**src/rtl/nsr_pkg.sv**
```systemverilog
// Package: shared sizing helper for the n-state reset register.
// Assumes state counts of 2 or more.
package nsr_pkg;

    // Width of the binary state code; at least one cell.
    function automatic int code_width(input int n);
        return (n <= 2) ? 1 : $clog2(n);
    endfunction

endpackage

```
**src/rtl/nsr_sr_cell.sv**
```systemverilog
// Module: nsr_sr_cell
// A two-state set/clear storage cell with synchronous active-low reset.
// Assumes set_i and clr_i are never high together (the request encoder
// guarantees this); if both were high, set would win.
module nsr_sr_cell #(
    parameter logic RST_VAL = 1'b0
) (
    input  logic clk,
    input  logic rst_n,
    input  logic set_i,
    input  logic clr_i,
    output logic q_o
);

    // Hold, set or clear the stored bit on each rising edge.
    always_ff @(posedge clk) begin
        if (!rst_n)
            q_o <= RST_VAL;
        else if (set_i)
            q_o <= 1'b1;
        else if (clr_i)
            q_o <= 1'b0;
    end

endmodule

```
**src/rtl/nsr_req_encoder.sv**
```systemverilog
// Module: nsr_req_encoder
// Turns the request lines into per-cell set/clear commands.
// A single request j drives cell b to bit b of j. No request, or more
// than one request, drives no command and holds every cell.
// Assumes NUM_STATES <= 2**CODE_W.
module nsr_req_encoder #(
    parameter int NUM_STATES = 3,
    parameter int CODE_W     = 2
) (
    input  logic [NUM_STATES-1:0] req_i,
    output logic [CODE_W-1:0]     set_o,
    output logic [CODE_W-1:0]     clr_o,
    output logic                  multi_o
);

    logic [CODE_W-1:0] target;
    logic              seen;
    logic              valid;

    // Find the requested state index and detect a second request.
    always_comb begin
        target  = '0;
        seen    = 1'b0;
        multi_o = 1'b0;
        for (int j = 0; j < NUM_STATES; j++) begin
            if (req_i[j]) begin
                if (seen)
                    multi_o = 1'b1;
                seen   = 1'b1;
                target = target | CODE_W'(j);
            end
        end
    end

    assign valid = seen && !multi_o;

    // Split the target code into set and clear commands for each cell.
    always_comb begin
        set_o = valid ? target  : '0;
        clr_o = valid ? ~target : '0;
    end

endmodule

```
**src/rtl/nsr_onehot_dec.sv**
```systemverilog
// Module: nsr_onehot_dec
// Decodes the packed state code into a one-hot vector.
// Assumes only codes below NUM_STATES can occur.
module nsr_onehot_dec #(
    parameter int NUM_STATES = 3,
    parameter int CODE_W     = 2
) (
    input  logic [CODE_W-1:0]     code_i,
    output logic [NUM_STATES-1:0] onehot_o
);

    // One comparator per state.
    for (genvar j = 0; j < NUM_STATES; j++) begin : g_dec
        assign onehot_o[j] = (code_i == CODE_W'(j));
    end

endmodule

```
**src/rtl/nstate_reset_reg.sv**
```systemverilog
// Module: nstate_reset_reg
// n-state reset machine: it holds its state when no request is raised,
// and jumps to state j on request j. The state is packed in binary into
// CODE_W parallel set/clear cells. A cycle with more than one request is
// flagged on req_conflict and does not change the state.
// Assumes NUM_STATES >= 2.
module nstate_reset_reg #(
    parameter  int NUM_STATES = 3,
    localparam int CODE_W     = nsr_pkg::code_width(NUM_STATES)
) (
    input  logic                  clk,
    input  logic                  rst_n,
    input  logic [NUM_STATES-1:0] req,
    output logic [CODE_W-1:0]     state_code,
    output logic [NUM_STATES-1:0] state_onehot,
    output logic                  req_conflict
);

    logic [CODE_W-1:0] cell_set;
    logic [CODE_W-1:0] cell_clr;

    nsr_req_encoder #(
        .NUM_STATES(NUM_STATES),
        .CODE_W    (CODE_W)
    ) u_enc (
        .req_i  (req),
        .set_o  (cell_set),
        .clr_o  (cell_clr),
        .multi_o(req_conflict)
    );

    // One two-state cell per code bit, all resetting to state 0.
    for (genvar b = 0; b < CODE_W; b++) begin : g_cell
        nsr_sr_cell #(
            .RST_VAL(1'b0)
        ) u_cell (
            .clk  (clk),
            .rst_n(rst_n),
            .set_i(cell_set[b]),
            .clr_i(cell_clr[b]),
            .q_o  (state_code[b])
        );
    end

    nsr_onehot_dec #(
        .NUM_STATES(NUM_STATES),
        .CODE_W    (CODE_W)
    ) u_dec (
        .code_i  (state_code),
        .onehot_o(state_onehot)
    );

endmodule

```
**config.mk**
```make
export PLATFORM = sky130hd
export DESIGN_NAME = nstate_reset_reg
export DESIGN_NICKNAME = d
export VERILOG_FILES = /design/src/rtl/nsr_pkg.sv /design/src/rtl/nsr_sr_cell.sv /design/src/rtl/nsr_req_encoder.sv /design/src/rtl/nsr_onehot_dec.sv /design/src/rtl/nstate_reset_reg.sv
export SDC_FILE = /design/constraint.sdc
export NUM_CORES = 1
export LEC_CHECK = 0
export BUFFER_PORTS_ARGS = -buffer_cell sky130_fd_sc_hd__buf_2
export CAP_MARGIN = 40
export CORE_AREA = 5 5 42 44
export CTS_CLUSTER_SIZE = 30
export DETAILED_ROUTE_END_ITERATION = 8
export DIE_AREA = 0 0 47 49
export SKIP_LAST_GASP = 1
export SLEW_MARGIN = 20
export SYNTH_ARGS = -nofsm -noshare
export SYNTH_HDL_FRONTEND = slang
export SYNTH_SLANG_ARGS = --single-unit
```
**constraint.sdc**
```tcl
create_clock -name clk -period 0.9 [get_ports clk]
set_input_delay 0.045 -clock clk [delete_from_list [all_inputs] [get_ports clk]]
set_output_delay 0.045 -clock clk [all_outputs]
set_load 0.005 [all_outputs]
```
==> results of run 1 <==
-- final timing paths --
check	from	to	slack, ns
worst max-delay path	g_cell[1].u_cell.q_o$_SDFFE_PN0P_	state_onehot[2]	0.05
worst min register to register	g_cell[0].u_cell.q_o$_SDFFE_PN0P_	g_cell[0].u_cell.q_o$_SDFFE_PN0P_	0.51
worst min-delay path	rst_n	g_cell[0].u_cell.q_o$_SDFFE_PN0P_	0.1
worst max register to register	g_cell[1].u_cell.q_o$_SDFFE_PN0P_	g_cell[1].u_cell.q_o$_SDFFE_PN0P_	0.15
-- through the flow --
step | setup TNS (ns) | setup slack, ns | total power, W | cell area [um2] | utilization, %
4_1_cts | 0 | 0.0163 | 0.000376 | 225 | 16.1
2_1_floorplan | 0 | 0.185 | 0.000135 | 145 | -
3_5_place_dp | 0 | 0.133 | 0.000164 | 200 | 14.3
3_3_place_gp | 0 | 0.149 | 0.000162 | 200 | 14.3
5_1_grt | -0.00626 | -0.00537 | 0.000388 | 230 | 16.4
6_report | 0 | 0.0465 | 0.000357 | 230 | 16.4
-- cell usage after synthesis --
cell and n:
sky130_fd_sc_hd__buf_4 2, sky130_fd_sc_hd__dfxtp_1 2, sky130_fd_sc_hd__nand2_1 2, sky130_fd_sc_hd__nor2_1 2, sky130_fd_sc_hd__nor2b_1 2, sky130_fd_sc_hd__maj3_1 1, sky130_fd_sc_hd__o21a_1 1, sky130_fd_sc_hd__o21ba_2 1
sky130_fd_sc_hd__o221a_1 1, sky130_fd_sc_hd__o22ai_1 1, sky130_fd_sc_hd__xnor2_1 1, sky130_fd_sc_hd__xor2_1 1
-- cells by family after synthesis --
family,count (synthesis),synth area share [%]
AO/OA/AOI/OAI,4,24.1
AND/OR/NAND/NOR,6,19.0
buffers and inverters,2,10.3
flip-flops,2,27.6
XOR/XNOR,2,12.1
adder cells (fa/ha/maj),1,6.90
-- placed cells by master, fill, tap and decap left out --
cell type	instances
sky130_fd_sc_hd__buf_2	10
sky130_fd_sc_hd__clkbuf_4	3
sky130_fd_sc_hd__nor2_1	2
sky130_fd_sc_hd__nor2b_1	2
sky130_fd_sc_hd__nand2_1	2
sky130_fd_sc_hd__dfxtp_4	2
sky130_fd_sc_hd__maj3_1	1
sky130_fd_sc_hd__xnor2_1	1
sky130_fd_sc_hd__o21a_1	1
sky130_fd_sc_hd__o221a_1	1
sky130_fd_sc_hd__xor2_1	1
sky130_fd_sc_hd__o21ba_2	1
sky130_fd_sc_hd__o22ai_1	1
-- power by group --
part           leakage (nW)  switching (W)  internal, W   total, W
Clock                0.0138      0.0000498     0.000147   0.000197
Sequential           0.0178     0.00000593    0.0000911  0.0000970
Combinational        0.0747      0.0000273    0.0000355  0.0000627
-- cell type report --
| cell class | count | share of cell area, % |
|---|---|---|
| multi-input combinational | 13 | 39.1 |
| timing repair buffer | 10 | 21.7 |
| sequential | 2 | 20.7 |
| clock buffer | 3 | 9.78 |
| tap | 16 | 8.70 |
-- worst max-delay path: stages (launching register included) --
cell and delay [ns]:
sky130_fd_sc_hd__dfxtp_4 0.36, sky130_fd_sc_hd__nor2b_1 0.12, sky130_fd_sc_hd__buf_2 0.11
-- metal layers --
metal	wire length [um]	share of wire, %	global-route usage (%)	up-vias
met5	0	0	0	-
met4	0	0	6.91	0
met3	54	15	1.11	0
met2	123	35	4.75	10
met1	171	49	4.38	64
li1	-	-	-	81
-- repair_timing --
| action | CTS | global route |
|---|---|---|
| pin swaps | 0 | 0 |
| endpoints found under the setup margin | 2 | 2 |
| gates cloned | 0 | 0 |
| gates resized for setup | 2 | 2 |
==> summary.md, run 1 <==
The flow ran to the end, and the final reports show no timing, DRC or antenna violations. The count of TritonRoute iterations in the first routing pass came out at 4. The class of the most critical setup path is register to primary output. The number of antenna diodes in the final layout is 0. The post-route netlist has 57.1% of its cells at a drive strength greater than 1. After detailed routing, the number of vias per cell comes to 3.52. The number of antenna violations at the first check in global routing is 0. The share of the synthesized area in the top cell type works out to 27.6%.

The clock-pin transition on the worst setup and hold timing paths works out to 0.03 ns. The tools report the number of global-route vias before repair as 170. Across the VDD grid, the largest voltage drop is 343 uV. The floorplan step set the die height to 49 um. For this block, the via count after detailed routing is 155. In the routed design, unresolved DRC markers number 0. The part of the cycle the worst path needs came out at 94.8%. The number of buffers added on ports is 10, and the setup fix buffers added after clock tree synthesis is 0.

Endpoint required time on the critical path: 0.85 ns. Setup repair after global routing could not meet its margin everywhere. The run gives 1 as the deepest level of the CTS H-tree. The number of cells on the worst reg-to-reg path is 2.

The worst hold path was traced through 3 stages. The flip-flop and latch count after synthesis was 2. The synthesized netlist occupies a cell area of 145 um2. The worst-path maximum fanout works out to 6. Dividing the detail-routed wire length by the instance count gives 7.93 um. The width of the die was 47 um.

The tools report the endpoint kind of the worst setup timing path as a primary output. The all-layer global routing usage was 4.15%. The cell type with the largest total area after synthesis is sky130_fd_sc_hd__dfxtp_1.

The number of warnings reported in the yosys synthesis log is 0, and the number of standard cells in the layout, taps in and fillers out is 44. A synthesized cell averages 8.54 um2. Power spread over the standard cell area amounts to 1550 nW/um2. The leakage component of the power was 0.106 nW. For the final database, setup skew stands at 0 ns. The worst-case clock buffer depth is 2, and the maximum achievable frequency is 1.17 GHz.

Setup violations remaining at the end of the flow were counted as 0. The logs give 0 for the count of final hold-check violations and 22 for the synthesized net count. The register with the most flip-flops in the layout has 2 of them.

The largest net degree at the start of global routing was 7. The filler cells instantiated in the layout total 171. From synthesis to final layout, the design area changed by 58.6%.

The worst path needs 0.854 ns of the cycle, external delays included. For the total of max-cap violations, the log shows 0. The run gives 0 as the count of final max-slew check failures.

Launching element type of the critical path: a register. The count of mapped cells out of synthesis was 17; the global placer's final weighted congestion was 0.664. After floorplanning, the core was sized to cover 1400 um2. For this run the aggregate overflow at the end of global routing stands at 0. The net count of the finished layout is 35. TritonCTS built the clock tree. Headroom to the max-slew limit: 92.2%. The area of the die was 2300 um2. For this configuration, the core starts out at a cell density of 10.4%.

The hold-fix buffer count after cts was 0. The HPWL after detailed placement is 276 um. For the pin with the worst max-slew slack, the measured transition is 0.116 ns. For this block, the routed nets add up to 349 um of wire.

For this design, the sink count on the clock tree is 2. The initialized floorplan defines 14 standard-cell rows. The later pin in the worst-skew pair is clocked with a latency of 0.22 ns. In the final layout, the registers with the most flip-flops are g_cell.u_cell.q_o x2. The logs give 1 for the initial DRC count and 27.6% for the fraction of the yosys area taken by sequential cells. The class of the tightest hold or removal check was primary input to register. Data on the critical path arrives at its endpoint at 0.81 ns. The tools report the number of cells after detailed placement as 41. The clock root buffer master is sky130_fd_sc_hd__clkbuf_4.

The logs give 90.1 um2 for the multi-input logic area and 0 for the number of antenna-violating nets in the routed design. The synthesized netlist contains 12 unique library cells. The top register by number of flip-flops is g_cell.u_cell.q_o.

After synthesis, the cell types taking the most area are sky130_fd_sc_hd__dfxtp_1 (28%), sky130_fd_sc_hd__buf_4 (10%), sky130_fd_sc_hd__nor2b_1 (8.6%). In this run the count of I/O pins placed on the die edge is 11. The worst hold slack was 0.0991 ns; the wire length of the first global-routing pass was 614 um.

Across the whole layout, storage elements account for 47.5 um2. The total CTS buffers is 3.
Note: power is estimated with default switching activity, not from simulation.
==> inputs of run 2 (changes only) <==
--- a/config.mk
+++ b/config.mk
@@ -7,10 +7,13 @@
 export LEC_CHECK = 0
 export BUFFER_PORTS_ARGS = -buffer_cell sky130_fd_sc_hd__buf_2
 export CAP_MARGIN = 40
+export CELL_PAD_IN_SITES_DETAIL_PLACEMENT = 1
+export CELL_PAD_IN_SITES_GLOBAL_PLACEMENT = 2
 export CORE_AREA = 5 5 42 44
 export CTS_CLUSTER_SIZE = 30
 export DETAILED_ROUTE_END_ITERATION = 8
 export DIE_AREA = 0 0 47 49
+export PLACE_DENSITY_LB_ADDON = 0.1
 export SKIP_LAST_GASP = 1
 export SLEW_MARGIN = 20
 export SYNTH_ARGS = -nofsm -noshare
==> summary.md, run 2 (synthesis gave the netlist of run 1 again) <==
The final antenna diode count is 0 (unchanged). For the deepest level of the CTS H-tree, the log shows 1 (unchanged). The class of the most critical setup path was register to primary output. The sink count of the clock tree came out at 2 (unchanged). The part of the cycle the worst path needs works out to 96.3% (+1.5 points). The flow ran to the end, and the final reports show no timing, DRC or antenna violations. The number of cell rows is 14 (unchanged).

CTS placed an instance of sky130_fd_sc_hd__clkbuf_4 at the clock tree root. The number of flip-flops in the largest register is 2 (unchanged), and the number of antenna violations at the first check in global routing is 0 (unchanged). The run gives 353 um (+28%) as the placed wire-length estimate. The area of the die was 2300 um2 (unchanged); the width of the die was 47 um (unchanged). The minimum period implied by the final worst setup slack is 0.867 ns (+0.0133 ns). The most common cell after layout, fill and taps aside is sky130_fd_sc_hd__buf_2. The worst-case hold path end point was g_cell[0].u_cell.q_o$_SDFFE_PN0P_. End of the worst register-to-register path: g_cell[1].u_cell.q_o$_SDFFE_PN0P_. The logic depth of the worst register-to-register path was 2 (unchanged). The logs give 0 (unchanged) for the number of remaining DRC errors and 7 (unchanged) for the largest net degree at the start of global routing.

The run gives 0 (unchanged) as the count of final hold-check violations. The all-layer global routing usage is 4.57% (+0.42 points), and the vias per cell is 3.80 (+7.7%). Transition at the pin with the smallest max-transition slack: 0.122 ns (+0.00604 ns).

In the final layout, the registers with the most flip-flops are g_cell.u_cell.q_o x2. The tools report the worst-case vdd ir drop as 327 uV (-4.6%). TritonCTS built the clock tree. For the clock tree skew after final layout, the log shows 0 ns (unchanged). The worst hold slack was 0.116 ns (+0.0166 ns).

Setup repair after global routing could not meet its margin everywhere. The data arrival time at the worst-slack endpoint is 0.82 ns (about the same). The endpoint required time on the critical path was 0.85 ns (about the same). The tools report the total CTS buffers as 3 (unchanged).

Ratio of cells with drive above 1 in the final layout: 57.1% (unchanged). The logs give 167 (+7.7%) for the total vias in the final route and 0 (unchanged) for the overflow left after global routing. The worst setup path is launched from a register. The core area was 1400 um2 (unchanged). Worst-path maximum fanout: 6 (unchanged). The worst setup path is captured at a primary output. The startpoint identified for the worst register-to-register timing path is g_cell[1].u_cell.q_o$_SDFFE_PN0P_.

The tools report the post-cts repair resize count as 2 (unchanged). The I/O pin count is 11 (unchanged), and the hold-fix buffer count after cts is 0 (unchanged). The final total negative setup slack came out at 0 ns (unchanged). The total of max-cap violations is 0 (unchanged).

The run gives 1.15 GHz (-1.5%) as the maximum achievable frequency. Leaving out fill and tap cells, the most frequent cells in the layout are sky130_fd_sc_hd__buf_2 (10), sky130_fd_sc_hd__clkbuf_4 (3). The headroom to the max-slew limit was 91.8% (-0.41 points). The areal power density over the cells works out to 1540 nW/um2 (-0.71%).

The run gives 1 (-3) as the count of TritonRoute iterations in the first routing pass. The slack of the worst reg-to-reg path is 0.15 ns (about the same). Worst-skew pair later-pin latency: 0.22 ns (about the same). The clock-pin transition on the worst setup and hold timing paths is 0.03 ns (about the same), and the depth of the worst hold-timing path is 3 (unchanged). The run gives 465 um (+33%) as the final wirelength.

The tightest min-delay check is of the primary input to register type. The number of buffers added on ports is 10 (unchanged). The wire length per cell came out at 10.6 um (+33%).

The count of final max-slew check failures came out at 0 (unchanged). The top register by number of flip-flops was g_cell.u_cell.q_o. The initial DRC count came out at 0 (-1). The logs give 2 (unchanged) for the worst-case clock buffer depth and 0 (unchanged) for the number of antenna-violating nets in the routed design. Area growth from synthesis to layout: 58.6% (unchanged).

The height of the chip came out at 49 um (unchanged). The tools report the hold path startpoint as rst_n. Wire length of the first global-routing pass: 676 um (+10%). For the total setup violations reported at the end of the flow, the log shows 0 (unchanged).

The logs give 0.645 (-2.8%) for the global placer's final weighted congestion and 35 (unchanged) for the number of nets in the layout. Setup fix buffers added after clock tree synthesis: 0 (unchanged). The number of global-route vias before repair was 179 (+5.3%). The most critical setup path has its startpoint at g_cell[1].u_cell.q_o$_SDFFE_PN0P_. The tools report the initial cell density of the core as 10.4% (unchanged). The tools report the leakage component of the power as 0.106 nW (unchanged).
[run 2: cell counts in the layout (fill, tap and decap cells not counted)]
No cell type changed its count.
[run 2: layout make-up]
type                    count  area, um2
clock buffers               3       22.5
well taps                  16       20.0
flip-flops and latches      2       47.5
fillers                   182       1170
repair buffers             10       50.0
multi-input cells          13       90.1
[run 2: worst max-delay path, cell delays in order, from the launching register on]
cell	delay [ns]
sky130_fd_sc_hd__dfxtp_4	0.36
sky130_fd_sc_hd__nor2b_1	0.12
sky130_fd_sc_hd__buf_2	0.12
[run 2: how the worst max path moves through the flow]
stage	endpoint	cells after the start
after floorplan	g_cell[1].u_cell.q_o$_SDFFE_PN0P_	2
after global placement	g_cell[1].u_cell.q_o$_SDFFE_PN0P_	2
after detailed placement	g_cell[1].u_cell.q_o$_SDFFE_PN0P_	2
after CTS	state_onehot[2]	2
after global routing	state_onehot[2]	2
final	state_onehot[2]	2
[run 2: layer usage]
metal	track usage, %	part of all wire (%)	vias to the layer above
met5	0	0	-
met4	6.91	5.8	0
met3	1.48	11	2
met2	5.66	42	11
met1	4.60	41	74
li1	-	-	80
[run 2: metrics by stage]
stage / power, W / instance area (um2) / util (%) / setup WS [ns] / cells
final: 0.000354 / 230 / 16.4 / 0.0332 / 44
after floorplan: 0.000135 / 145 / - / 0.185 / 17
after CTS: 0.000372 / 225 / 16.1 / -0.0120 / 44
after global routing: 0.000383 / 230 / 16.4 / -0.0276 / 44
after detailed placement: 0.000167 / 200 / 14.3 / 0.113 / 41
after global placement: 0.000166 / 200 / 14.3 / 0.149 / 41
[run 2: report_power, final]
part	leakage [nW]	internal (W)	switching, W
Clock	0.0138	0.000147	0.0000458
Combinational	0.0747	0.0000355	0.0000291
Sequential	0.0178	0.0000911	0.00000584
==> inputs of run 3 (changes only) <==
--- a/config.mk
+++ b/config.mk
@@ -7,8 +7,8 @@
 export LEC_CHECK = 0
 export BUFFER_PORTS_ARGS = -buffer_cell sky130_fd_sc_hd__buf_2
 export CAP_MARGIN = 40
-export CELL_PAD_IN_SITES_DETAIL_PLACEMENT = 1
-export CELL_PAD_IN_SITES_GLOBAL_PLACEMENT = 2
+export CELL_PAD_IN_SITES_DETAIL_PLACEMENT = 0
+export CELL_PAD_IN_SITES_GLOBAL_PLACEMENT = 1
 export CORE_AREA = 5 5 42 44
 export CTS_CLUSTER_SIZE = 30
 export DETAILED_ROUTE_END_ITERATION = 8
==> summary.md, run 3 (synthesis gave the netlist of run 1 again) <==
The startpoint identified for the worst hold timing path is rst_n. The areal power density over the cells came out at 1500 nW/um2 (-2.5%). The core area was 1400 um2 (unchanged).

The minimum period implied by the final worst setup slack is 0.882 ns (+0.0153 ns), and the wire length of the first global-routing pass is 676 um (unchanged). The logic depth of the worst register-to-register path is 2 (unchanged), and the worst-path maximum fanout is 6 (unchanged). The height of the chip is 49 um (unchanged). For the area taken by flip-flops and latches, the log shows 47.5 um2 (unchanged).

The number of standard cells in the layout, taps in and fillers out came out at 44 (unchanged). Worst-case hold path end point: g_cell[0].u_cell.q_o$_SDFFE_PN0P_. The tools report the count of TritonRoute iterations in the first routing pass as 1 (unchanged).

The tools report the final critical-path setup slack as 0.0179 ns (-0.0153 ns). In this run the worst hold path is classified as primary input to register. The run gives 2 (unchanged) as the worst-case clock buffer depth. STA classifies the critical path startpoint as a register. Setup slack after placement: 0.142 ns (+0.0287 ns).

The maximum achievable frequency was 1.13 GHz (-1.7%). The library cells used most frequently in the layout, excluding fill and tap cells, are sky130_fd_sc_hd__buf_2 (10), sky130_fd_sc_hd__clkbuf_4 (3), sky130_fd_sc_hd__nor2_1 (2), sky130_fd_sc_hd__nand2_1 (2), sky130_fd_sc_hd__dfxtp_4 (2). The run gives 2300 um2 (unchanged) as the area of the die. The run gives 1 (unchanged) as the deepest level of the CTS H-tree.

The clock tree skew after final layout was 0 ns (unchanged). The global routing usage on met1 was 4.58% (-0.020 points). For the number of remaining DRC errors, the log shows 0 (unchanged).

I/O pin count: 11 (unchanged). The sink count of the clock tree was 2 (unchanged); the clock-pin transition on the worst setup and hold timing paths was 0.03 ns (about the same). The depth of the worst hold-timing path was 3 (unchanged). The largest registers in the layout are g_cell.u_cell.q_o x2. The final wirelength came out at 402 um (-14%). Setup repair after global routing could not meet its margin everywhere. The hold-fix buffer count after cts is 0 (unchanged). For the initial DRC count, the log shows 0 (unchanged). The transition at the pin with the smallest max-transition slack came out at 0.126 ns (+0.00424 ns).

met4 is the most crowded layer. Walking the worst path, the cells encountered are nor2b_1, buf_2. The number of antenna violations at the first check in global routing came out at 0 (unchanged). The number of buffers added on ports works out to 10 (unchanged). The source of the worst register-to-register timing path is g_cell[0].u_cell.q_o$_SDFFE_PN0P_.

The tools report the clock root buffer master as sky130_fd_sc_hd__clkbuf_4. The end of the worst register-to-register path was g_cell[0].u_cell.q_o$_SDFFE_PN0P_. The largest net degree at the start of global routing was 7 (unchanged). The final total negative setup slack came out at 0 ns (unchanged). Leaving out fill and tap cells, the most frequent cell in the layout is sky130_fd_sc_hd__buf_2. The width of the die works out to 47 um (unchanged). The tools report the data arrival time at the worst-slack endpoint as 0.84 ns (+0.02 ns). The area growth from synthesis to layout works out to 63.8%. The count of final hold-check violations was 0 (unchanged). Final antenna diode count: 0 (unchanged). Top register by number of flip-flops: g_cell.u_cell.q_o. The ratio of cells with drive above 1 in the final layout works out to 60.7% (+3.6 points). The total vias in the final route is 151 (-9.6%), and the number of fill cells in the layout is 168 (-7.7%).

The number of flip-flops in the largest register came out at 2 (unchanged). The largest individual stage delay along the critical path comes from the cell sky130_fd_sc_hd__dfxtp_4. The tools report the global routing met3 resource utilization as 1.48% (unchanged). Global placer's final weighted congestion: 0.596 (-7.6%). The logs give 0.22 ns (about the same) for the worst-skew pair later-pin latency and 0 (unchanged) for the overflow left after global routing. For the global-route track usage on met2, the log shows 5.20% (-0.45 points).

The setup fix buffers added after clock tree synthesis is 0 (unchanged), and the slack of the worst reg-to-reg path is 0.15 ns (about the same). The all-layer global routing usage was 4.63% (+0.064 points); the headroom to the max-slew limit was 91.5% (-0.25 points). The leakage component of the power is 0.107 nW (+0.69%).

The number of nets in the layout is 35 (unchanged), and the number of global-route vias before repair is 170 (-5.0%). The wire length per cell is 9.14 um (-14%). The total CTS buffers is 3 (unchanged), and the vias per cell is 3.43 (-9.6%).

The count of final max-slew check failures was 0 (unchanged); the initial cell density of the core was 10.4% (unchanged). The critical path in this run is classified as register to primary output. Total setup violations reported at the end of the flow: 0 (unchanged). The tools report the endpoint kind of the worst setup timing path as a primary output. The highest cell delay on the worst timing path works out to 0.37 ns (about the same).

The total of max-cap violations is 0 (unchanged), and the part of the cycle the worst path needs is 98.0% (+1.7 points). The flow ran to the end, and the final reports show no timing, DRC or antenna violations. The multi-input logic area came out at 97.6 um2 (+8.3%). The number of cells after detailed placement is 41 (unchanged), and the number of cell rows is 14 (unchanged). The number of antenna-violating nets in the routed design came out at 0 (unchanged).

The endpoint required time on the critical path came out at 0.85 ns (about the same). TritonCTS built the clock tree. The run gives 341 uV (+4.4%) as the worst-case vdd ir drop.
run 3: cell counts in the layout (fill, tap and decap cells not counted):
Identical to the previous run, type by type.
run 3: worst max-delay path by stage:
stage | endpoint | slack, ns | from | cells after the start
after floorplan | g_cell[1].u_cell.q_o$_SDFFE_PN0P_ | 0.18 | g_cell[1].u_cell.q_o$_SDFFE_PN0P_ | 2
after global placement | g_cell[1].u_cell.q_o$_SDFFE_PN0P_ | 0.15 | g_cell[1].u_cell.q_o$_SDFFE_PN0P_ | 2
after detailed placement | g_cell[1].u_cell.q_o$_SDFFE_PN0P_ | 0.14 | g_cell[1].u_cell.q_o$_SDFFE_PN0P_ | 2
after CTS | state_onehot[1] | 0.005 | g_cell[0].u_cell.q_o$_SDFFE_PN0P_ | 2
after global routing | state_onehot[1] | -0.03 | g_cell[0].u_cell.q_o$_SDFFE_PN0P_ | 2
final | state_onehot[1] | 0.02 | g_cell[0].u_cell.q_o$_SDFFE_PN0P_ | 2
run 3: layer usage:
metal	vias to the layer above	wire length, um	part of all wire [%]
met2	9	187	47
met5	-	0	0
met4	0	0	0
met1	63	170	42
met3	0	44	11
li1	79	-	-
run 3: power breakdown:
part	internal [W]	switching, W	leakage [nW]
combinational	0.0000369	0.0000279	0.0755
clock	0.000147	0.0000463	0.0138
sequential	0.0000912	0.00000766	0.0178
run 3: area by class of cell:
| class | instances | area share [%] |
|---|---|---|
| sequential | 2 | 20.0 |
| multi-input combinational | 13 | 41.1 |
| tap | 16 | 8.42 |
| clock buffer | 3 | 9.47 |
| timing repair buffer | 10 | 21.1 |
run 3: worst max-delay path: cells and delay by family, from the launching register on:
kind                   cells  cell delay, ns
and+or+nand+nor            1            0.13
buffers and inverters      1            0.12
DFF                        1            0.37
run 3: what timing repair did:
item / CTS / global route
resized for setup: 2 / 3
endpoints found under the setup margin: 2 / 2
gates cloned: 0 / 0
run 3: through the flow:
| step | hold slack [ns] | power [W] | cell area (um2) | utilization, % |
|---|---|---|---|---|
| 6_report | 0.0981 | 0.000356 | 238 | 17.0 |
| 3_3_place_gp | 0.343 | 0.000165 | 200 | 14.3 |
| 2_1_floorplan | 0.195 | 0.000135 | 145 | - |
| 4_1_cts | 0.0942 | 0.000372 | 225 | 16.1 |
| 5_1_grt | 0.106 | 0.000401 | 238 | 17.0 |
| 3_5_place_dp | 0.342 | 0.000166 | 200 | 14.3 |
